## config.mk

```make
export PLATFORM = sky130hd
export DESIGN_NAME = hwctl_top
export DESIGN_NICKNAME = d
export VERILOG_FILES = /design/src/rtl/hwctl_pkg.sv /design/src/rtl/hwctl_step_counter.sv /design/src/rtl/hwctl_step_decoder.sv /design/src/rtl/hwctl_instr_decoder.sv /design/src/rtl/hwctl_encoder.sv /design/src/rtl/hwctl_top.sv
export SDC_FILE = /design/constraint.sdc
export NUM_CORES = 1
export LEC_CHECK = 0
export BUFFER_PORTS_ARGS = -buffer_cell sky130_fd_sc_hd__buf_4
export CORE_ASPECT_RATIO = 1.25
export CORE_UTILIZATION = 36
export CTS_CLUSTER_SIZE = 28
export DETAILED_ROUTE_END_ITERATION = 12
export GPL_TIMING_DRIVEN = 0
export PLACE_DENSITY = 0.87
export REMOVE_ABC_BUFFERS = 1
export SYNTH_ARGS = -nofsm -noshare
export SYNTH_HDL_FRONTEND = slang
export SYNTH_SLANG_ARGS = --single-unit
```

## constraint.sdc

```tcl
create_clock -name clk -period 2.18 [get_ports clk]
set_clock_uncertainty 0.1 [all_clocks]
set_input_delay 0.218 -clock clk [delete_from_list [all_inputs] [get_ports clk]]
set_output_delay 0.218 -clock clk [all_outputs]
set_load 0.01 [all_outputs]
```

## src/rtl/hwctl_pkg.sv

```systemverilog
`timescale 1ns/1ps
package hwctl_pkg;

    localparam int NUM_STEPS = 7;
    localparam int NUM_INSTR = 4;
    localparam int OP_W      = 4;

    // instruction line indices
    localparam int IX_ADD = 0;
    localparam int IX_BR  = 1;
    localparam int IX_BRN = 2;
    localparam int IX_UND = 3;

    localparam logic [OP_W-1:0] OP_ADD = 4'h1;
    localparam logic [OP_W-1:0] OP_BR  = 4'h2;
    localparam logic [OP_W-1:0] OP_BRN = 4'h3;

    typedef enum logic [2:0] {
        ST_T1 = 3'd0,
        ST_T2 = 3'd1,
        ST_T3 = 3'd2,
        ST_T4 = 3'd3,
        ST_T5 = 3'd4,
        ST_T6 = 3'd5,
        ST_T7 = 3'd6
    } step_e;

    typedef struct packed {
        logic pc_out;
        logic pc_in;
        logic mar_in;
        logic mem_read;
        logic carry_in;
        logic alu_add;
        logic z_in;
        logic z_out;
        logic mdr_out;
        logic ir_in;
        logic src_out;
        logic dst_out;
        logic dst_in;
        logic y_in;
        logic offset_out;
        logic wmfc;
        logic fin;
    } ctl_t;

endpackage

```

## src/rtl/hwctl_step_counter.sv

```systemverilog
`timescale 1ns/1ps
module hwctl_step_counter
    import hwctl_pkg::*;
(
    input  logic  clk,
    input  logic  rst_n,
    input  logic  run,
    input  logic  wait_req,
    input  logic  mfc,
    input  logic  end_req,
    output step_e step
);

    logic  adv;
    step_e nxt;

    assign adv = run && (!wait_req || mfc);

    always_comb begin
        unique case (step)
            ST_T1:   nxt = ST_T2;
            ST_T2:   nxt = ST_T3;
            ST_T3:   nxt = ST_T4;
            ST_T4:   nxt = ST_T5;
            ST_T5:   nxt = ST_T6;
            ST_T6:   nxt = ST_T7;
            ST_T7:   nxt = ST_T1;
            default: nxt = ST_T1;
        endcase
    end

    always_ff @(posedge clk or negedge rst_n) begin
        if (!rst_n)
            step <= ST_T1;
        else if (adv)
            step <= end_req ? ST_T1 : nxt;
    end

    a_r3_run_low_holds: assert property (@(posedge clk) disable iff (!rst_n)
        !run |=> $stable(step));

    a_r4_wait_holds: assert property (@(posedge clk) disable iff (!rst_n)
        (wait_req && !mfc) |=> $stable(step));

    a_r12_end_restarts: assert property (@(posedge clk) disable iff (!rst_n)
        (run && end_req && (!wait_req || mfc)) |=> (step == ST_T1));

endmodule

```

## src/rtl/hwctl_step_decoder.sv

```systemverilog
`timescale 1ns/1ps
module hwctl_step_decoder
    import hwctl_pkg::*;
(
    input  logic                 clk,
    input  logic                 rst_n,
    input  step_e                step,
    output logic [NUM_STEPS-1:0] t
);

    for (genvar i = 0; i < NUM_STEPS; i++) begin : g_slot
        assign t[i] = (step == step_e'(i));
    end

    a_r2_slot_onehot: assert property (@(posedge clk) disable iff (!rst_n)
        $onehot(t));

endmodule

```

## src/rtl/hwctl_instr_decoder.sv

```systemverilog
`timescale 1ns/1ps
module hwctl_instr_decoder
    import hwctl_pkg::*;
(
    input  logic                 clk,
    input  logic                 rst_n,
    input  logic [OP_W-1:0]      opcode,
    output logic [NUM_INSTR-1:0] ins
);

    always_comb begin
        ins = '0;
        unique case (opcode)
            OP_ADD:  ins[IX_ADD] = 1'b1;
            OP_BR:   ins[IX_BR]  = 1'b1;
            OP_BRN:  ins[IX_BRN] = 1'b1;
            default: ins[IX_UND] = 1'b1;
        endcase
    end

    a_r9_instr_onehot: assert property (@(posedge clk) disable iff (!rst_n)
        $onehot(ins));

endmodule

```

## src/rtl/hwctl_encoder.sv

```systemverilog
`timescale 1ns/1ps
module hwctl_encoder
    import hwctl_pkg::*;
(
    input  logic [NUM_STEPS-1:0] t,
    input  logic [NUM_INSTR-1:0] ins,
    input  logic                 flag_n,
    output ctl_t                 ctl
);

    logic add_i, br_i, brn_i, und_i, anybr;

    assign add_i = ins[IX_ADD];
    assign br_i  = ins[IX_BR];
    assign brn_i = ins[IX_BRN];
    assign und_i = ins[IX_UND];
    assign anybr = br_i | brn_i;

    // t[0] is T1, t[6] is T7
    always_comb begin
        ctl.pc_out     = t[0] | (t[3] & anybr);
        ctl.pc_in      = t[1] | (t[5] & anybr);
        ctl.mar_in     = t[0] | (t[3] & add_i);
        ctl.mem_read   = t[0] | (t[3] & add_i);
        ctl.carry_in   = t[0];
        ctl.alu_add    = t[0] | (t[5] & add_i) | (t[4] & anybr);
        ctl.z_in       = t[0] | (t[5] & add_i) | (t[4] & anybr);
        ctl.z_out      = t[1] | (t[6] & add_i) | (t[5] & anybr);
        ctl.mdr_out    = t[2] | (t[5] & add_i);
        ctl.ir_in      = t[2];
        ctl.src_out    = t[3] & add_i;
        ctl.dst_out    = t[4] & add_i;
        ctl.dst_in     = t[6] & add_i;
        ctl.y_in       = (t[4] & add_i) | (t[3] & anybr);
        ctl.offset_out = t[4] & anybr;
        ctl.wmfc       = t[1] | (t[4] & add_i);
        ctl.fin        = (t[6] & add_i) | (t[5] & br_i)
                       | (((t[5] & flag_n) | (t[3] & !flag_n)) & brn_i)
                       | (t[3] & und_i);
    end

endmodule

```

## src/rtl/hwctl_top.sv

```systemverilog
`timescale 1ns/1ps
module hwctl_top
    import hwctl_pkg::*;
#(
    parameter int OFF_W  = 8,
    parameter int DATA_W = 32
) (
    input  logic              clk,
    input  logic              rst_n,
    input  logic              run,
    input  logic [OP_W-1:0]   ir_opcode,
    input  logic [OFF_W-1:0]  ir_offset,
    input  logic              flag_n,
    input  logic              mfc,
    output logic [NUM_STEPS-1:0] step_o,
    output logic              pc_out,
    output logic              pc_in,
    output logic              mar_in,
    output logic              mem_read,
    output logic              alu_carry_in,
    output logic              alu_add,
    output logic              z_in,
    output logic              z_out,
    output logic              mdr_out,
    output logic              ir_in,
    output logic              src_out,
    output logic              dst_out,
    output logic              dst_in,
    output logic              y_in,
    output logic              offset_out,
    output logic              wait_mfc,
    output logic              end_o,
    output logic [DATA_W-1:0] offset_ext
);

    localparam int EXT_W = DATA_W - OFF_W;

    step_e                step;
    logic [NUM_INSTR-1:0] ins;
    ctl_t                 ctl;

    hwctl_step_counter u_cnt (
        .clk      (clk),
        .rst_n    (rst_n),
        .run      (run),
        .wait_req (ctl.wmfc),
        .mfc      (mfc),
        .end_req  (ctl.fin),
        .step     (step)
    );

    hwctl_step_decoder u_sdec (
        .clk   (clk),
        .rst_n (rst_n),
        .step  (step),
        .t     (step_o)
    );

    hwctl_instr_decoder u_idec (
        .clk    (clk),
        .rst_n  (rst_n),
        .opcode (ir_opcode),
        .ins    (ins)
    );

    hwctl_encoder u_enc (
        .t      (step_o),
        .ins    (ins),
        .flag_n (flag_n),
        .ctl    (ctl)
    );

    assign pc_out       = ctl.pc_out;
    assign pc_in        = ctl.pc_in;
    assign mar_in       = ctl.mar_in;
    assign mem_read     = ctl.mem_read;
    assign alu_carry_in = ctl.carry_in;
    assign alu_add      = ctl.alu_add;
    assign z_in         = ctl.z_in;
    assign z_out        = ctl.z_out;
    assign mdr_out      = ctl.mdr_out;
    assign ir_in        = ctl.ir_in;
    assign src_out      = ctl.src_out;
    assign dst_out      = ctl.dst_out;
    assign dst_in       = ctl.dst_in;
    assign y_in         = ctl.y_in;
    assign offset_out   = ctl.offset_out;
    assign wait_mfc     = ctl.wmfc;
    assign end_o        = ctl.fin;

    assign offset_ext = {{EXT_W{ir_offset[OFF_W-1]}}, ir_offset};

    a_r10_single_driver: assert property (@(posedge clk) disable iff (!rst_n)
        $onehot0({pc_out, z_out, mdr_out, src_out, dst_out, offset_out}));

    a_r5_fetch_then_load_ir: assert property (@(posedge clk) disable iff (!rst_n)
        (step_o[1] && run && mfc) |=> (ir_in && mdr_out));

    a_r8_brn_clear_ends_t4: assert property (@(posedge clk) disable iff (!rst_n)
        (step_o[3] && ir_opcode == OP_BRN && !flag_n) |-> end_o);

endmodule

```

After elaboration in Yosys (flattened, before gate mapping)
Cells that the tools add are included.
{ "classes": {"n_eq_ne": 9, "muxes": 6, "n_reduce_logical": 6, "bitwise": 27} }
{ "op_table": {"columns": ["op", "n"], "rows": [
  ["$pmux 3 s6", 1],
  ["$or 1x1->1", 15],
  ["$and 1x1->1", 12],
  ["$eq 3x3->1 const B", 3],
  ["$eq 4x2->1 const B", 2],
  ["$eq 3x2->1 const B", 2],
  ["$eq 4x1->1 const B", 1],
  ["$mux 1", 4],
  ["$eq 3x1->1 const B", 1],
  ["$logic_not 3->1", 1],
  ["$mux 3", 1],
  ["$reduce_or 3->1", 1],
  ["$logic_not 1->1", 2],
  ["$logic_and 1x1->1", 1],
  ["$logic_or 1x1->1", 1]
]} }
{ "word_totals": {"regBits": 3, "inputBits": 17, "wordCells": 49} }

Logic depth before layout (Yosys ltp)
{ "depth": {"word_depth": 7, "mapped_depth": 5, "depth_no_buf": 4} }

Modules after synthesis
Synthesis repeated with hierarchy kept, for this count alone.
{ "hier_totals": {"hier_cells": 82, "hier_area_um2": 653.1} }
{ "by_module_without_submodules": {"columns": ["module", "area_each_um2", "instances", "cells_per_inst"], "rows": [
  ["hwctl_top", 240.2, 1, 32],
  ["hwctl_step_counter", 161.4, 1, 14],
  ["hwctl_encoder", 160.2, 1, 24],
  ["hwctl_step_decoder", 57.6, 1, 7],
  ["hwctl_instr_decoder", 33.8, 1, 5]
]} }

Least setup slack after synthesis
No wires, ideal clock.
{ "synth_path": {"kind": "in2out", "start": "input ir_opcode[1]", "end": "output z_in", "t_arrival_ps": 1334, "required_time_ps": 1862, "n_path_buf": 1, "path_stages": 4, "path_slack_ps": 528, "cell_sequence": "nor4b_1 > nand2_1 > a211oi_2 > buf_4"} }
{ "synth_via": {"elab_chain_len": 5, "word_cells_on_any_way": 11, "classes_between": "eq/ne (3); mux (3); bitwise (5)"} }
{ "synth_rtl": {"columns": ["element", "line_no", "text"], "rows": [
  ["start: declaration", "hwctl_top.sv:11", "input logic [OP_W-1:0] ir_opcode,"],
  ["$eq 4x1->1 or $eq 4x2->1 (tied branches)", "hwctl_instr_decoder.sv:13", "unique case (opcode)"],
  ["$mux 1", "hwctl_instr_decoder.sv:13", null],
  ["$and 1x1->1 or $or 1x1->1 (tied branches)", null, null],
  ["$or 1x1->1 or $and 1x1->1 (tied branches)", null, null],
  ["$or 1x1->1 *", null, null],
  ["end: declaration", "hwctl_top.sv:22", "output logic z_in,"]
]} }
Every way passes the cells marked *; elsewhere a longest branch is shown, timed or not.

Final worst setup path
{ "layout_path": {"start": "register u_cnt.step[2]", "end": "output y_in"} }
{ "layout_via": {"elab_chain_len": 3, "word_cells_on_any_way": 5, "classes_between": "eq/ne (2); bitwise (3)"} }
{ "layout_rtl": {"columns": ["element", "line_no", "text"], "rows": [
  ["start: declaration", "hwctl_step_counter.sv:11", "output step_e step"],
  ["start signal: assignment", "hwctl_step_counter.sv:36", "step <= end_req ? ST_T1 : nxt;"],
  ["$eq 3x3->1 or $eq 3x2->1 (tied branches)", "hwctl_step_decoder.sv:12", "assign t[i] = (step == step_e'(i));"],
  ["$and 1x1->1", "hwctl_encoder.sv:34", "ctl.y_in = (t[4] & add_i) | (t[3] & anybr);"],
  ["$or 1x1->1 *", "hwctl_encoder.sv:34", null],
  ["end: declaration", "hwctl_top.sv:29", "output logic y_in,"]
]} }
Marked as above.

==> results by group <==
Outcome
  • Status: completed

Routing
  • Metal2 WL: 687 um
  • Vias per std cell: 5.10
  • DR WL/cell: 13.6 um
  • Routed WL: 1.51 mm
  • Wire length on met1: 497 um
  • Met3 wire length: 323 um
  • Initial drt markers: 5
  • Highest Signal Layer: met3
  • Post-DRT Antenna Nets: 0
  • Pre-antenna DRT Iters: 4
  • DR DRC count: 0
  • Vias: 566

Logic synthesis
  • Sequential area share after synthesis: 0.113
  • Largest cells by area after synthesis: buf_4, dfrtp_1, nor2_1
  • EDFF count, synth: 0
  • Synth unique cells: 30
  • Mapped Area: 663 um^2
  • Synth top area share: 0.408
  • Main flop type after synthesis: dfrtp_1
  • Synth Register Bits: 3
  • Cells after synthesis: 95
  • Synth async-reset ratio: 1.00
  • Largest area contributor in the netlist: buf_4
  • Synth Warn #: 0
  • Syn_area_per_cell: 6.98 um^2

Timing
  • Fmax: 532 MHz
  • Final worst path period share: 0.863
  • Setup TNS: 0 ns
  • Final setup violation count: 0
  • Actual slew at the worst max-slew pin: 0.610 ns
  • Slew HR: 0.588
  • RSZ-0062 raised after global routing: false
  • Hold slack: 0.171 ns
  • Fin. max-slew vios: 0
  • Final Hold Viols: 0
  • Post-route minimum period: 1.88 ns

Clock network
  • Clock Latency Late Sink: 0.23 ns
  • CTS tree: done
  • Post-CTS setup buffer count: 0
  • H-tree levels: 1
  • Clk sinks: 3
  • Hold buffers post-CTS: 1
  • CTS clk-pin slew, worst paths: 0.04 ns
  • Root buffer cell: clkbuf_4
  • Cts bufs inserted: 3
  • CTS Buffer Depth: 2
  • Quantity of gates resized following cts: 0

Power and ir drop
  • Cell Int Power: 0.447 mW
  • Switching share of power: 0.466
  • Design Power: 0.837 mW
  • Pwr dens: 1240 nW/um^2
  • Clock power share: 0.116
  • Reg power frac: 0.182
  • Leak pwr: 0.359 nW
  • Combinational share of power: 0.703
  • Switching Power: 0.390 mW
  • Max VDD drop: 0.529 mV

Final layout
  • Largest regs: u_cnt.step x3
  • Nets@finish: 110
  • # diodes: 0
  • Post-route cell area: 673 um^2
  • Storage cell area: 75.1 um^2
  • Area Growth Syn to Fin: 1.51%
  • Top reg by flops: u_cnt.step
  • Non-filler cells, final: 111
  • Multi-input logic area: 272 um^2
  • Filler Cells Inserted: 196
  • Layout cell share with drive strength beyond 1: 0.457
  • Max FFs per register: 3

Setup path
  • R2R depth: 4
  • FF-to-FF End: u_cnt.step[2]$_DFFE_PN0P_
  • Max stage delay on crit path: 0.54 ns
  • WS Path Type: reg -> out
  • CP max-delay cell: dfrtp_1
  • Critical path, cell by cell: inv_2 > or3_1 > o22ai_1 > buf_4
  • Worst Setup Start Kind: flop
  • Reg2Reg Setup Slack: 0.80 ns
  • Worst Setup End Kind: output port
  • R2R Path Start: u_cnt.step[2]$_DFFE_PN0P_
  • CP max FO: 13
  • Worst Path Arrival: 1.56 ns
  • Req. time, crit path: 1.86 ns

GRT
  • Global route overflow: 0
  • Initial antenna violation count: 0
  • Global-route wire length before repair: 2.05 mm
  • GRT Total Usage: 0.151
  • Pin count of the biggest net entering global routing: 26
  • Vias in the first global route: 442

Placed design
  • Post-DP Area: 637 um^2
  • Final HPWL from detailed placement: 1.26 mm
  • I/O Buffers: 32
  • Final GP Congestion: 0.734
  • Dpl cells: 106

Floorplanning
  • # IOs: 73
  • Die height: 50.0 um
  • DIE AREA: 2020 um^2
  • Placeable Area: 1740 um^2
  • FP Rows: 17
  • Initial Utilization: 0.380
  • Die X: 40.4 um

Worst hold path
  • Hold Path Depth: 2
  • Hold_sp: run
  • Hold Crit Class: in -> reg
  • Hold Crit Endpoint: u_cnt.step[2]$_DFFE_PN0P_

Flow run
  • Max-cap viol count: 0
-- how the worst max path moves through the flow --
stage,start,endpoint,slack (ns),cells past startpoint
after global placement,ir_opcode[1],alu_add,0.35,5
final,u_cnt.step[2]$_DFFE_PN0P_,y_in,0.30,4
after detailed placement,ir_opcode[1],alu_add,0.34,5
after global routing,ir_opcode[1],z_in,0.11,5
after CTS,u_cnt.step[2]$_DFFE_PN0P_,y_in,0.30,4
after floorplan,ir_opcode[1],alu_add,0.62,3
-- kinds of logic (layout without fill, tap and decap cells) --
logic type / after synthesis / after routing / share of synthesized area
simple gates: 27 / 27 / 0.219
buf+inv: 47 / 44 / 0.477
flops: 3 / 3 / 0.113
compound gates: 18 / 18 / 0.191
-- metrics by stage --
| stage | util | setup slack, ns |
|---|---|---|
| 2_1_floorplan | - | 0.623 |
| 3_3_place_gp | 0.365 | 0.350 |
| 3_5_place_dp | 0.365 | 0.342 |
| 4_1_cts | 0.386 | 0.303 |
| 5_1_grt | 0.386 | 0.105 |
| 6_report | 0.386 | 0.299 |
-- cell usage in the layout (no fill, tap or decap), types with 3 or more instances in the layout --
master,instances
buf_4,32
clkbuf_4,3
dfrtp_1,3
inv_1,6
nand2_1,7
nor2_1,8
o21ai_0,3
-- cell usage after synthesis (2+ instances only) --
| cell | instances |
|---|---|
| dfrtp_1 | 3 |
| nor2_1 | 8 |
| a31oi_1 | 2 |
| inv_1 | 6 |
| buf_2 | 4 |
| nand2_1 | 7 |
| or3_1 | 2 |
| o21ai_0 | 3 |
| o22ai_1 | 2 |
| a21oi_1 | 2 |
| buf_4 | 36 |
| and3_1 | 2 |
-- per-layer routing --
metal  up-vias  track usage
met5         -            0
met4         0       0.0500
met3         0        0.167
met2        49        0.209
met1       241        0.144
li1        276            -
-- worst max-delay path: cells and delay by family (launching register included) --
family | cells | cell delay, ns
AND/OR/NAND/NOR | 1 | 0.38
AO/OA/AOI/OAI | 1 | 0.15
buffers and inverters | 2 | 0.26
flip-flops | 1 | 0.54
-- layout make-up --
class / instances / area share
multi-input cells: 45 / 0.403
well taps: 19 / 0.0353
flip-flops and latches: 3 / 0.112
clock buffers: 4 / 0.0390
inverters: 7 / 0.0390
repair buffers: 33 / 0.372
-- power by group through the flow --
stage,Combinational [mW],Clock (mW),Sequential [mW]
after floorplan,0.295,0,0.135
after global placement,0.581,0,0.147
after detailed placement,0.592,0,0.151
after CTS,0.595,0.103,0.150
after global routing,0.646,0.111,0.162
final,0.589,0.0967,0.152
Note: power is estimated with default switching activity, not from simulation.
